===== config.mk =====
export PLATFORM = sky130hd
export DESIGN_NAME = tour_reuse_classifier
export DESIGN_NICKNAME = d
export VERILOG_FILES = /design/src/rtl/tour_pkg.sv /design/src/rtl/tour_line_table.sv /design/src/rtl/tour_class_counters.sv /design/src/rtl/tour_resident_census.sv /design/src/rtl/tour_reuse_classifier.sv
export SDC_FILE = /design/constraint.sdc
export NUM_CORES = 2
export LEC_CHECK = 0
export BUFFER_PORTS_ARGS = -buffer_cell sky130_fd_sc_hd__buf_4
export CORE_UTILIZATION = 30
export DETAILED_ROUTE_END_ITERATION = 16
export PLACE_DENSITY = 0.53
export SETUP_SLACK_MARGIN = 0.2
export SLEW_MARGIN = 10
export SYNTH_ARGS = -nofsm -noshare
export SYNTH_HDL_FRONTEND = slang
export SYNTH_SLANG_ARGS = --single-unit

===== constraint.sdc =====
create_clock -name clk -period 22 [get_ports clk]
set_input_delay 4.4 -clock clk [delete_from_list [all_inputs] [get_ports clk]]
set_output_delay 4.4 -clock clk [all_outputs]
set_load 0.02 [all_outputs]

===== src/rtl/tour_pkg.sv =====
package tour_pkg;

  localparam int NUM_CLASSES = 4;
  localparam int CLASS_W     = 2;

  typedef enum logic [CLASS_W-1:0] {
    CLS_NTNS = 2'b00,
    CLS_NTS  = 2'b01,
    CLS_TNS  = 2'b10,
    CLS_TS   = 2'b11
  } tour_class_e;

endpackage


===== src/rtl/tour_line_table.sv =====
module tour_line_table
  import tour_pkg::*;
#(
  parameter int NUM_LINES  = 16,
  parameter int LINE_WORDS = 8,
  parameter int TS_W       = 32,
  localparam int LINE_W    = $clog2(NUM_LINES),
  localparam int WORD_W    = $clog2(LINE_WORDS)
) (
  input  logic                      clk,
  input  logic                      rst,
  input  logic                      fill_valid,
  input  logic [LINE_W-1:0]         fill_line,
  input  logic [WORD_W-1:0]         fill_word,
  input  logic                      acc_valid,
  input  logic [LINE_W-1:0]         acc_line,
  input  logic [WORD_W-1:0]         acc_word,
  input  logic                      evict_valid,
  input  logic [LINE_W-1:0]         evict_line,
  output logic                      fire_o,
  output logic [CLASS_W-1:0]        fire_class_o,
  output logic                      ev_valid_o,
  output logic [CLASS_W-1:0]        ev_class_o,
  output logic [LINE_W-1:0]         ev_line_o,
  output logic [TS_W-1:0]           ev_length_o,
  output logic [NUM_LINES-1:0]      line_valid_o,
  output logic [CLASS_W*NUM_LINES-1:0] line_class_o
);

  localparam logic [TS_W-1:0] TS_MAX = '1;

  logic [NUM_LINES-1:0]            valid_all;
  logic [NUM_LINES-1:0]            reuse_all;
  logic [LINE_WORDS*NUM_LINES-1:0] mask_all;
  logic [TS_W*NUM_LINES-1:0]       start_all;
  logic [TS_W-1:0]                 clock_q;

  logic do_evict, do_fill, do_acc;
  logic [LINE_WORDS-1:0] sel_mask;
  logic [TS_W-1:0]       sel_start;
  logic                  sel_spatial;
  tour_class_e           sel_class;

  // One event per cycle: evict, then fill, then access.
  always_comb begin
    do_evict = evict_valid && valid_all[evict_line];
    do_fill  = !evict_valid && fill_valid && !valid_all[fill_line];
    do_acc   = !evict_valid && !fill_valid && acc_valid && valid_all[acc_line];
  end

  // Global handled-access clock, saturating.
  always_ff @(posedge clk) begin
    if (rst) begin
      clock_q <= '0;
    end else if ((do_fill || do_acc) && clock_q != TS_MAX) begin
      clock_q <= clock_q + TS_W'(1);
    end
  end

  for (genvar i = 0; i < NUM_LINES; i++) begin : g_line
    logic                  v_q;
    logic                  r_q;
    logic [LINE_WORDS-1:0] m_q;
    logic [TS_W-1:0]       s_q;
    logic                  hit_evict, hit_fill, hit_acc;
    logic [LINE_WORDS-1:0] acc_bit;

    always_comb begin
      hit_evict = do_evict && (evict_line == LINE_W'(i));
      hit_fill  = do_fill  && (fill_line  == LINE_W'(i));
      hit_acc   = do_acc   && (acc_line   == LINE_W'(i));
      acc_bit   = LINE_WORDS'(1) << acc_word;
    end

    always_ff @(posedge clk) begin
      if (rst) begin
        v_q <= 1'b0;
        r_q <= 1'b0;
        m_q <= '0;
        s_q <= '0;
      end else if (hit_evict) begin
        v_q <= 1'b0;
        r_q <= 1'b0;
        m_q <= '0;
      end else if (hit_fill) begin
        v_q <= 1'b1;
        r_q <= 1'b0;
        m_q <= LINE_WORDS'(1) << fill_word;
        s_q <= clock_q;
      end else if (hit_acc) begin
        r_q <= r_q | ((m_q & acc_bit) != '0);
        m_q <= m_q | acc_bit;
      end
    end

    assign valid_all[i]                       = v_q;
    assign reuse_all[i]                       = r_q;
    assign mask_all[i*LINE_WORDS +: LINE_WORDS] = m_q;
    assign start_all[i*TS_W +: TS_W]          = s_q;
    assign line_class_o[i*CLASS_W +: CLASS_W] = {r_q, ((m_q & (m_q - LINE_WORDS'(1))) != '0)};
  end

  always_comb begin
    sel_mask    = mask_all[evict_line*LINE_WORDS +: LINE_WORDS];
    sel_start   = start_all[evict_line*TS_W +: TS_W];
    sel_spatial = (sel_mask & (sel_mask - LINE_WORDS'(1))) != '0;
    sel_class   = tour_class_e'({reuse_all[evict_line], sel_spatial});
  end

  always_ff @(posedge clk) begin
    if (rst) begin
      ev_valid_o  <= 1'b0;
      ev_class_o  <= '0;
      ev_line_o   <= '0;
      ev_length_o <= '0;
    end else begin
      ev_valid_o <= do_evict;
      if (do_evict) begin
        ev_class_o  <= sel_class;
        ev_line_o   <= evict_line;
        ev_length_o <= clock_q - sel_start;
      end
    end
  end

  assign fire_o       = do_evict;
  assign fire_class_o = sel_class;
  assign line_valid_o = valid_all;

endmodule


===== src/rtl/tour_class_counters.sv =====
module tour_class_counters
  import tour_pkg::*;
#(
  parameter int CNT_W = 32
) (
  input  logic                         clk,
  input  logic                         rst,
  input  logic                         clr,
  input  logic                         inc_valid,
  input  logic [CLASS_W-1:0]           inc_class,
  output logic [NUM_CLASSES*CNT_W-1:0] cnt_o
);

  localparam logic [CNT_W-1:0] CNT_MAX = '1;

  for (genvar c = 0; c < NUM_CLASSES; c++) begin : g_cls
    logic [CNT_W-1:0] cnt_q;

    always_ff @(posedge clk) begin
      if (rst || clr) begin
        cnt_q <= '0;
      end else if (inc_valid && inc_class == CLASS_W'(c) && cnt_q != CNT_MAX) begin
        cnt_q <= cnt_q + CNT_W'(1);
      end
    end

    assign cnt_o[c*CNT_W +: CNT_W] = cnt_q;
  end

endmodule


===== src/rtl/tour_resident_census.sv =====
module tour_resident_census
  import tour_pkg::*;
#(
  parameter int NUM_LINES = 16,
  parameter int RES_W     = 5
) (
  input  logic                              clk,
  input  logic                              rst,
  input  logic [NUM_LINES-1:0]              line_valid,
  input  logic [CLASS_W*NUM_LINES-1:0]      line_class,
  output logic [NUM_CLASSES*RES_W-1:0]      res_o
);

  logic [RES_W-1:0] tally [NUM_CLASSES];
  logic [RES_W-1:0] res_q [NUM_CLASSES];

  always_comb begin
    for (int c = 0; c < NUM_CLASSES; c++) begin
      tally[c] = '0;
      for (int i = 0; i < NUM_LINES; i++) begin
        if (line_valid[i] && line_class[i*CLASS_W +: CLASS_W] == CLASS_W'(c)) begin
          tally[c] = tally[c] + RES_W'(1);
        end
      end
    end
  end

  for (genvar c = 0; c < NUM_CLASSES; c++) begin : g_res
    always_ff @(posedge clk) begin
      if (rst) res_q[c] <= '0;
      else     res_q[c] <= tally[c];
    end
    assign res_o[c*RES_W +: RES_W] = res_q[c];
  end

endmodule


===== src/rtl/tour_reuse_classifier.sv =====
module tour_reuse_classifier
  import tour_pkg::*;
#(
  parameter int NUM_LINES  = 16,
  parameter int LINE_WORDS = 8,
  parameter int TS_W       = 32,
  parameter int CNT_W      = 32,
  localparam int LINE_W    = $clog2(NUM_LINES),
  localparam int WORD_W    = $clog2(LINE_WORDS),
  localparam int RES_W     = $clog2(NUM_LINES + 1)
) (
  input  logic                         clk,
  input  logic                         rst,
  input  logic                         clr_cnt,
  input  logic                         fill_valid,
  input  logic [LINE_W-1:0]            fill_line,
  input  logic [WORD_W-1:0]            fill_word,
  input  logic                         acc_valid,
  input  logic [LINE_W-1:0]            acc_line,
  input  logic [WORD_W-1:0]            acc_word,
  input  logic                         evict_valid,
  input  logic [LINE_W-1:0]            evict_line,
  output logic                         ev_valid,
  output logic [1:0]                   ev_class,
  output logic [LINE_W-1:0]            ev_line,
  output logic [TS_W-1:0]              ev_length,
  output logic [4*CNT_W-1:0]           tour_cnt,
  output logic [4*RES_W-1:0]           res_cnt
);

  logic                         fire;
  logic [CLASS_W-1:0]           fire_class;
  logic [NUM_LINES-1:0]         line_valid;
  logic [CLASS_W*NUM_LINES-1:0] line_class;

  tour_line_table #(
    .NUM_LINES (NUM_LINES),
    .LINE_WORDS(LINE_WORDS),
    .TS_W      (TS_W)
  ) table_i (
    .clk         (clk),
    .rst         (rst),
    .fill_valid  (fill_valid),
    .fill_line   (fill_line),
    .fill_word   (fill_word),
    .acc_valid   (acc_valid),
    .acc_line    (acc_line),
    .acc_word    (acc_word),
    .evict_valid (evict_valid),
    .evict_line  (evict_line),
    .fire_o      (fire),
    .fire_class_o(fire_class),
    .ev_valid_o  (ev_valid),
    .ev_class_o  (ev_class),
    .ev_line_o   (ev_line),
    .ev_length_o (ev_length),
    .line_valid_o(line_valid),
    .line_class_o(line_class)
  );

  tour_class_counters #(
    .CNT_W(CNT_W)
  ) counters_i (
    .clk      (clk),
    .rst      (rst),
    .clr      (clr_cnt),
    .inc_valid(fire),
    .inc_class(fire_class),
    .cnt_o    (tour_cnt)
  );

  tour_resident_census #(
    .NUM_LINES(NUM_LINES),
    .RES_W    (RES_W)
  ) census_i (
    .clk       (clk),
    .rst       (rst),
    .line_valid(line_valid),
    .line_class(line_class),
    .res_o     (res_cnt)
  );

endmodule


==> impl_table.tex <==
\begin{tabular}{lr}
\hline
Metric & Value \\
\hline
\multicolumn{2}{l}{\textbf{STA}} \\
Final worst-path cycle share & 0.486 \\
Worst clock skew on the final layout & 26.5 ps \\
Actual transition at the worst max-transition pin & 1270 ps \\
Setup-violating endpoint count in the final report & 0 \\
Worst Setup Slack, final & 11310 ps \\
Slew Limit Fails & 0 \\
Period minus WS final & 10690 ps \\
Final-report hold violation count & 0 \\
Fmax & 0.0936 GHz \\
Max-slew headroom & 0.146 \\
RSZ-0062 raised after global routing & false \\
Setup TNS Final & 0 ps \\
\multicolumn{2}{l}{\textbf{Setup path}} \\
R2r startpoint & table\_i.g\_line[1].m\_q[5] \\
CP startpoint kind & input port \\
Crit path max fanout & 70 \\
Critical Setup Path Class & in2reg \\
WP data arrival & 11270 ps \\
Reg-to-reg setup timing slack & 11360 ps \\
Endpoint of the worst register-to-register path & census\_i.res\_q[0][4] \\
Number of cells on the worst reg-to-reg path & 51 \\
Critical path endpoint & table\_i.ev\_length\_o[30] \\
Worst setup path startpoint & evict\_line[0] \\
Kind of end point of the critical path & flip-flop \\
Required arrival time at the worst endpoint & 22590 ps \\
\multicolumn{2}{l}{\textbf{Detailed routing}} \\
WL met2 & 80500 um \\
Routed wl met3 & 13200 um \\
Wl on met1 & 75800 um \\
Top Metal Used & met5 \\
Detailed-router iteration count before antenna repair & 6 \\
Drc violations & 0 \\
Total routed wirelength & 175000 um \\
Count of nets left with antenna violations after detail routing & 0 \\
Initial DRC count & 4748 \\
Avg WL per Cell & 21.5 um \\
Total via count in the routed design & 44300 \\
Average vias per placed instance & 5.42 \\
\multicolumn{2}{l}{\textbf{Synthesis}} \\
Flops \& latches, synth & 891 \\
Sequential element share of the synthesized area & 0.366 \\
Most used standard cells in the synthesized netlist & sky130\_fd\_sc\_hd\_\_nand2\_1 (1451), sky130\_fd\_sc\_hd\_\_dfxtp\_1 (891), sky130\_fd\_sc\_hd\_\_a21oi\_1 (771) \\
Fraction of synthesis flops using an asynchronous set or reset pin & 0 \\
Number of distinct library cells after synthesis & 97 \\
Post-synthesis instance area & 0.0487 mm\^{}2 \\
Yosys top cell area share & 0.366 \\
Most frequent cell after synthesis & sky130\_fd\_sc\_hd\_\_nand2\_1 \\
Cell type contributing the most total cell area after synthesis & sky130\_fd\_sc\_hd\_\_dfxtp\_1 \\
Net count after synthesis & 6079 \\
Cells taking the most area after synthesis & sky130\_fd\_sc\_hd\_\_dfxtp\_1 (37\%), sky130\_fd\_sc\_hd\_\_nand2\_1 (11\%), sky130\_fd\_sc\_hd\_\_mux4\_2 (10\%), sky130\_fd\_sc\_hd\_\_a21oi\_1 (7.9\%), sky130\_fd\_sc\_hd\_\_nor2\_1 (3.4\%) \\
Mean instance size in the synthesized netlist & 8.18 um\^{}2 \\
Number of synthesis warnings & 0 \\
Synthesized instance count & 5958 \\
Dominant synthesized flop cell & sky130\_fd\_sc\_hd\_\_dfxtp\_1 \\
Number of synthesized flops with an enable pin & 0 \\
\multicolumn{2}{l}{\textbf{Floorplanning}} \\
Die extent in x & 405 um \\
Area of the core & 0.161 mm\^{}2 \\
Initial core utilization & 0.303 \\
Num ports & 211 \\
Vertical extent of the die & 405 um \\
Number of cell rows & 147 \\
Full die area & 0.164 mm\^{}2 \\
\multicolumn{2}{l}{\textbf{Cells and area}} \\
Signed area change from the synthesized netlist to the final layout & 14.9\% \\
Footprint of the multi-input gates & 0.0291 mm\^{}2 \\
Fraction of layout cells with a size suffix above 1 & 0.131 \\
Area taken by flip-flops and latches & 0.0178 mm\^{}2 \\
\# fillers & 16500 \\
Fin util & 0.348 \\
Total Nets Final & 6046 \\
\multicolumn{2}{l}{\textbf{Place}} \\
Last weighted congestion value of the routability-driven placer & 0.889 \\
Pre-CTS WS & 10520 ps \\
HPWL after DPL & 109000 um \\
Number of port buffers & 210 \\
\multicolumn{2}{l}{\textbf{Clock network}} \\
CTS Buf Count & 100 \\
Clk sinks & 891 \\
Skew-Pair Late Insertion Delay & 730 ps \\
Worst-path clk slew & 60 ps \\
Maximum level of the CTS H-tree & 3 \\
Post-cts repair resize count & 0 \\
Max clock buf depth & 3 \\
Setup repair bufs after CTS & 0 \\
Clock tree from TritonCTS & done \\
Hold\_buf cts & 0 \\
Root Driver & sky130\_fd\_sc\_hd\_\_clkbuf\_16 \\
\multicolumn{2}{l}{\textbf{Status}} \\
Outcome & finished clean \\
\multicolumn{2}{l}{\textbf{Worst hold path}} \\
Hold Path Class & reg2reg \\
Hold Path Stages & 2 \\
\multicolumn{2}{l}{\textbf{Power}} \\
Total power after layout & 3.64 mW \\
Worst supply voltage drop on vdd & 57.8 uV \\
Power Density & 65.1 mW/mm\^{}2 \\
Leakage power & 19.2 nW \\
\multicolumn{2}{l}{\textbf{Global routing}} \\
Number of global-route vias before repair & 41300 \\
Aggregate global routing overflow & 0 \\
Global-route wire length before repair & 262000 um \\
Aggregate global-route resource usage & 0.207 \\
Number of antenna violations at the first check in global routing & 5 \\
Largest net degree at the start of global routing & 190 \\
\multicolumn{2}{l}{\textbf{Flow run}} \\
Max-capacitance violation count & 0 \\
\hline
\end{tabular}
==> worst min path at each step <==
stage	endpoint	from	slack [ps]
4_1_cts	table_i.g_line[6].s_q[21]	table_i.g_line[6].s_q[21]	450
3_5_place_dp	table_i.g_line[6].s_q[21]	table_i.g_line[6].s_q[21]	440
6_report	table_i.g_line[7].s_q[5]	table_i.g_line[7].s_q[5]	450
2_1_floorplan	table_i.g_line[10].s_q[0]	table_i.g_line[10].s_q[0]	430
3_3_place_gp	table_i.g_line[6].s_q[30]	table_i.g_line[6].s_q[30]	440
5_1_grt	table_i.g_line[10].s_q[26]	table_i.g_line[10].s_q[26]	460
==> cell type report <==
cell class | count | share of cell area
antenna | 3 | 0.000134
timing repair buffer | 281 | 0.0387
multi-input combinational | 4519 | 0.519
inverter | 132 | 0.00889
clock buffer | 139 | 0.0514
clock inverter | 48 | 0.0146
tap | 2160 | 0.0483
sequential | 891 | 0.319
==> where the power goes <==
group / switching, mW / internal (mW) / leakage [nW] / total (mW)
combinational: 0.111 / 0.0391 / 10.2 / 0.150
clock: 0.751 / 1.12 / 1.81 / 1.87
sequential: 0.00426 / 1.62 / 7.17 / 1.62
==> through the flow <==
stage / area, um^2 / cells / hold slack [ps]
2_1_floorplan: 48700 / 5958 / 433
5_1_grt: 56000 / 8170 / 465
3_5_place_dp: 52300 / 7983 / 443
3_3_place_gp: 52300 / 7983 / 438
4_1_cts: 56000 / 8170 / 452
6_report: 56000 / 8173 / 450
==> critical path: stages <==
cell and delay (ps):
sky130_fd_sc_hd__buf_8 570, sky130_fd_sc_hd__buf_4 700, sky130_fd_sc_hd__mux4_2 590, sky130_fd_sc_hd__mux4_2 470
sky130_fd_sc_hd__ha_1 220, sky130_fd_sc_hd__fa_1 380, sky130_fd_sc_hd__nor2b_1 150, sky130_fd_sc_hd__o21ai_0 120
sky130_fd_sc_hd__a21boi_0 260, sky130_fd_sc_hd__o21ai_0 140, sky130_fd_sc_hd__a21boi_0 300, sky130_fd_sc_hd__o21ai_0 160
sky130_fd_sc_hd__a21oi_1 210, sky130_fd_sc_hd__o21ai_0 180, sky130_fd_sc_hd__a211oi_1 850, sky130_fd_sc_hd__a211oi_1 310
sky130_fd_sc_hd__o31ai_1 450, sky130_fd_sc_hd__o41ai_1 160, sky130_fd_sc_hd__o21ai_0 250, sky130_fd_sc_hd__xnor2_1 90
sky130_fd_sc_hd__mux2i_1 130, sky130_fd_sc_hd__nor2_1 60
==> routing by layer <==
layer / vias to the layer above / track usage
met1: 21600 / 0.280
met3: 299 / 0.0339
met2: 1682 / 0.334
met5: - / 0
met4: 6 / 0.0688
li1: 20700 / -
==> registers in the layout, summed over array words and instances (netlist names) <==
signal	count
census_i.res_q	20
counters_i.g_cls.cnt_q	128
table_i.clock_q	32
table_i.ev_class_o	2
table_i.ev_length_o	32
table_i.ev_line_o	4
table_i.ev_valid_o	1
table_i.g_line.m_q	128
table_i.g_line.r_q	16
table_i.g_line.s_q	512
table_i.g_line.v_q	16
==> cells by family after synthesis <==
| kind of cell | synth area share |
|---|---|
| buf+inv | 0.0425 |
| xor+xnor | 0.0766 |
| simple gates | 0.221 |
| flops | 0.366 |
| fa+ha+maj | 0.0284 |
| compound gates | 0.154 |
| mux | 0.112 |
==> layout by cell type (no fill, tap or decap), types with 17 or more instances in the layout <==
| master | synthesis | layout |
|---|---|---|
| sky130_fd_sc_hd__a211oi_1 | 36 | 36 |
| sky130_fd_sc_hd__a21oi_1 | 771 | 771 |
| sky130_fd_sc_hd__a22oi_1 | 196 | 196 |
| sky130_fd_sc_hd__a31oi_1 | 27 | 27 |
| sky130_fd_sc_hd__and2_1 | 32 | 31 |
| sky130_fd_sc_hd__and3_1 | 56 | 56 |
| sky130_fd_sc_hd__and4_1 | 19 | 19 |
| sky130_fd_sc_hd__buf_4 | 0 | 275 |
| sky130_fd_sc_hd__bufinv_16 | 0 | 17 |
| sky130_fd_sc_hd__clkbuf_16 | 0 | 100 |
| sky130_fd_sc_hd__clkbuf_8 | 0 | 24 |
| sky130_fd_sc_hd__dfxtp_1 | 891 | 891 |
| sky130_fd_sc_hd__ha_1 | 96 | 96 |
| sky130_fd_sc_hd__inv_1 | 124 | 124 |
| sky130_fd_sc_hd__mux2i_1 | 39 | 39 |
| sky130_fd_sc_hd__mux4_2 | 219 | 219 |
| sky130_fd_sc_hd__nand2_1 | 1451 | 1438 |
| sky130_fd_sc_hd__nand2b_1 | 29 | 29 |
| sky130_fd_sc_hd__nand3_1 | 121 | 117 |
| sky130_fd_sc_hd__nand4_1 | 68 | 68 |
| sky130_fd_sc_hd__nor2_1 | 445 | 432 |
| sky130_fd_sc_hd__nor2b_1 | 22 | 22 |
| sky130_fd_sc_hd__nor3_1 | 116 | 110 |
| sky130_fd_sc_hd__nor4_1 | 40 | 35 |
| sky130_fd_sc_hd__o21ai_0 | 72 | 72 |
| sky130_fd_sc_hd__o22ai_1 | 18 | 18 |
| sky130_fd_sc_hd__or3_1 | 24 | 24 |
| sky130_fd_sc_hd__xnor2_1 | 180 | 180 |
| sky130_fd_sc_hd__xor2_1 | 161 | 161 |
Power figures use the tool's default switching activity.
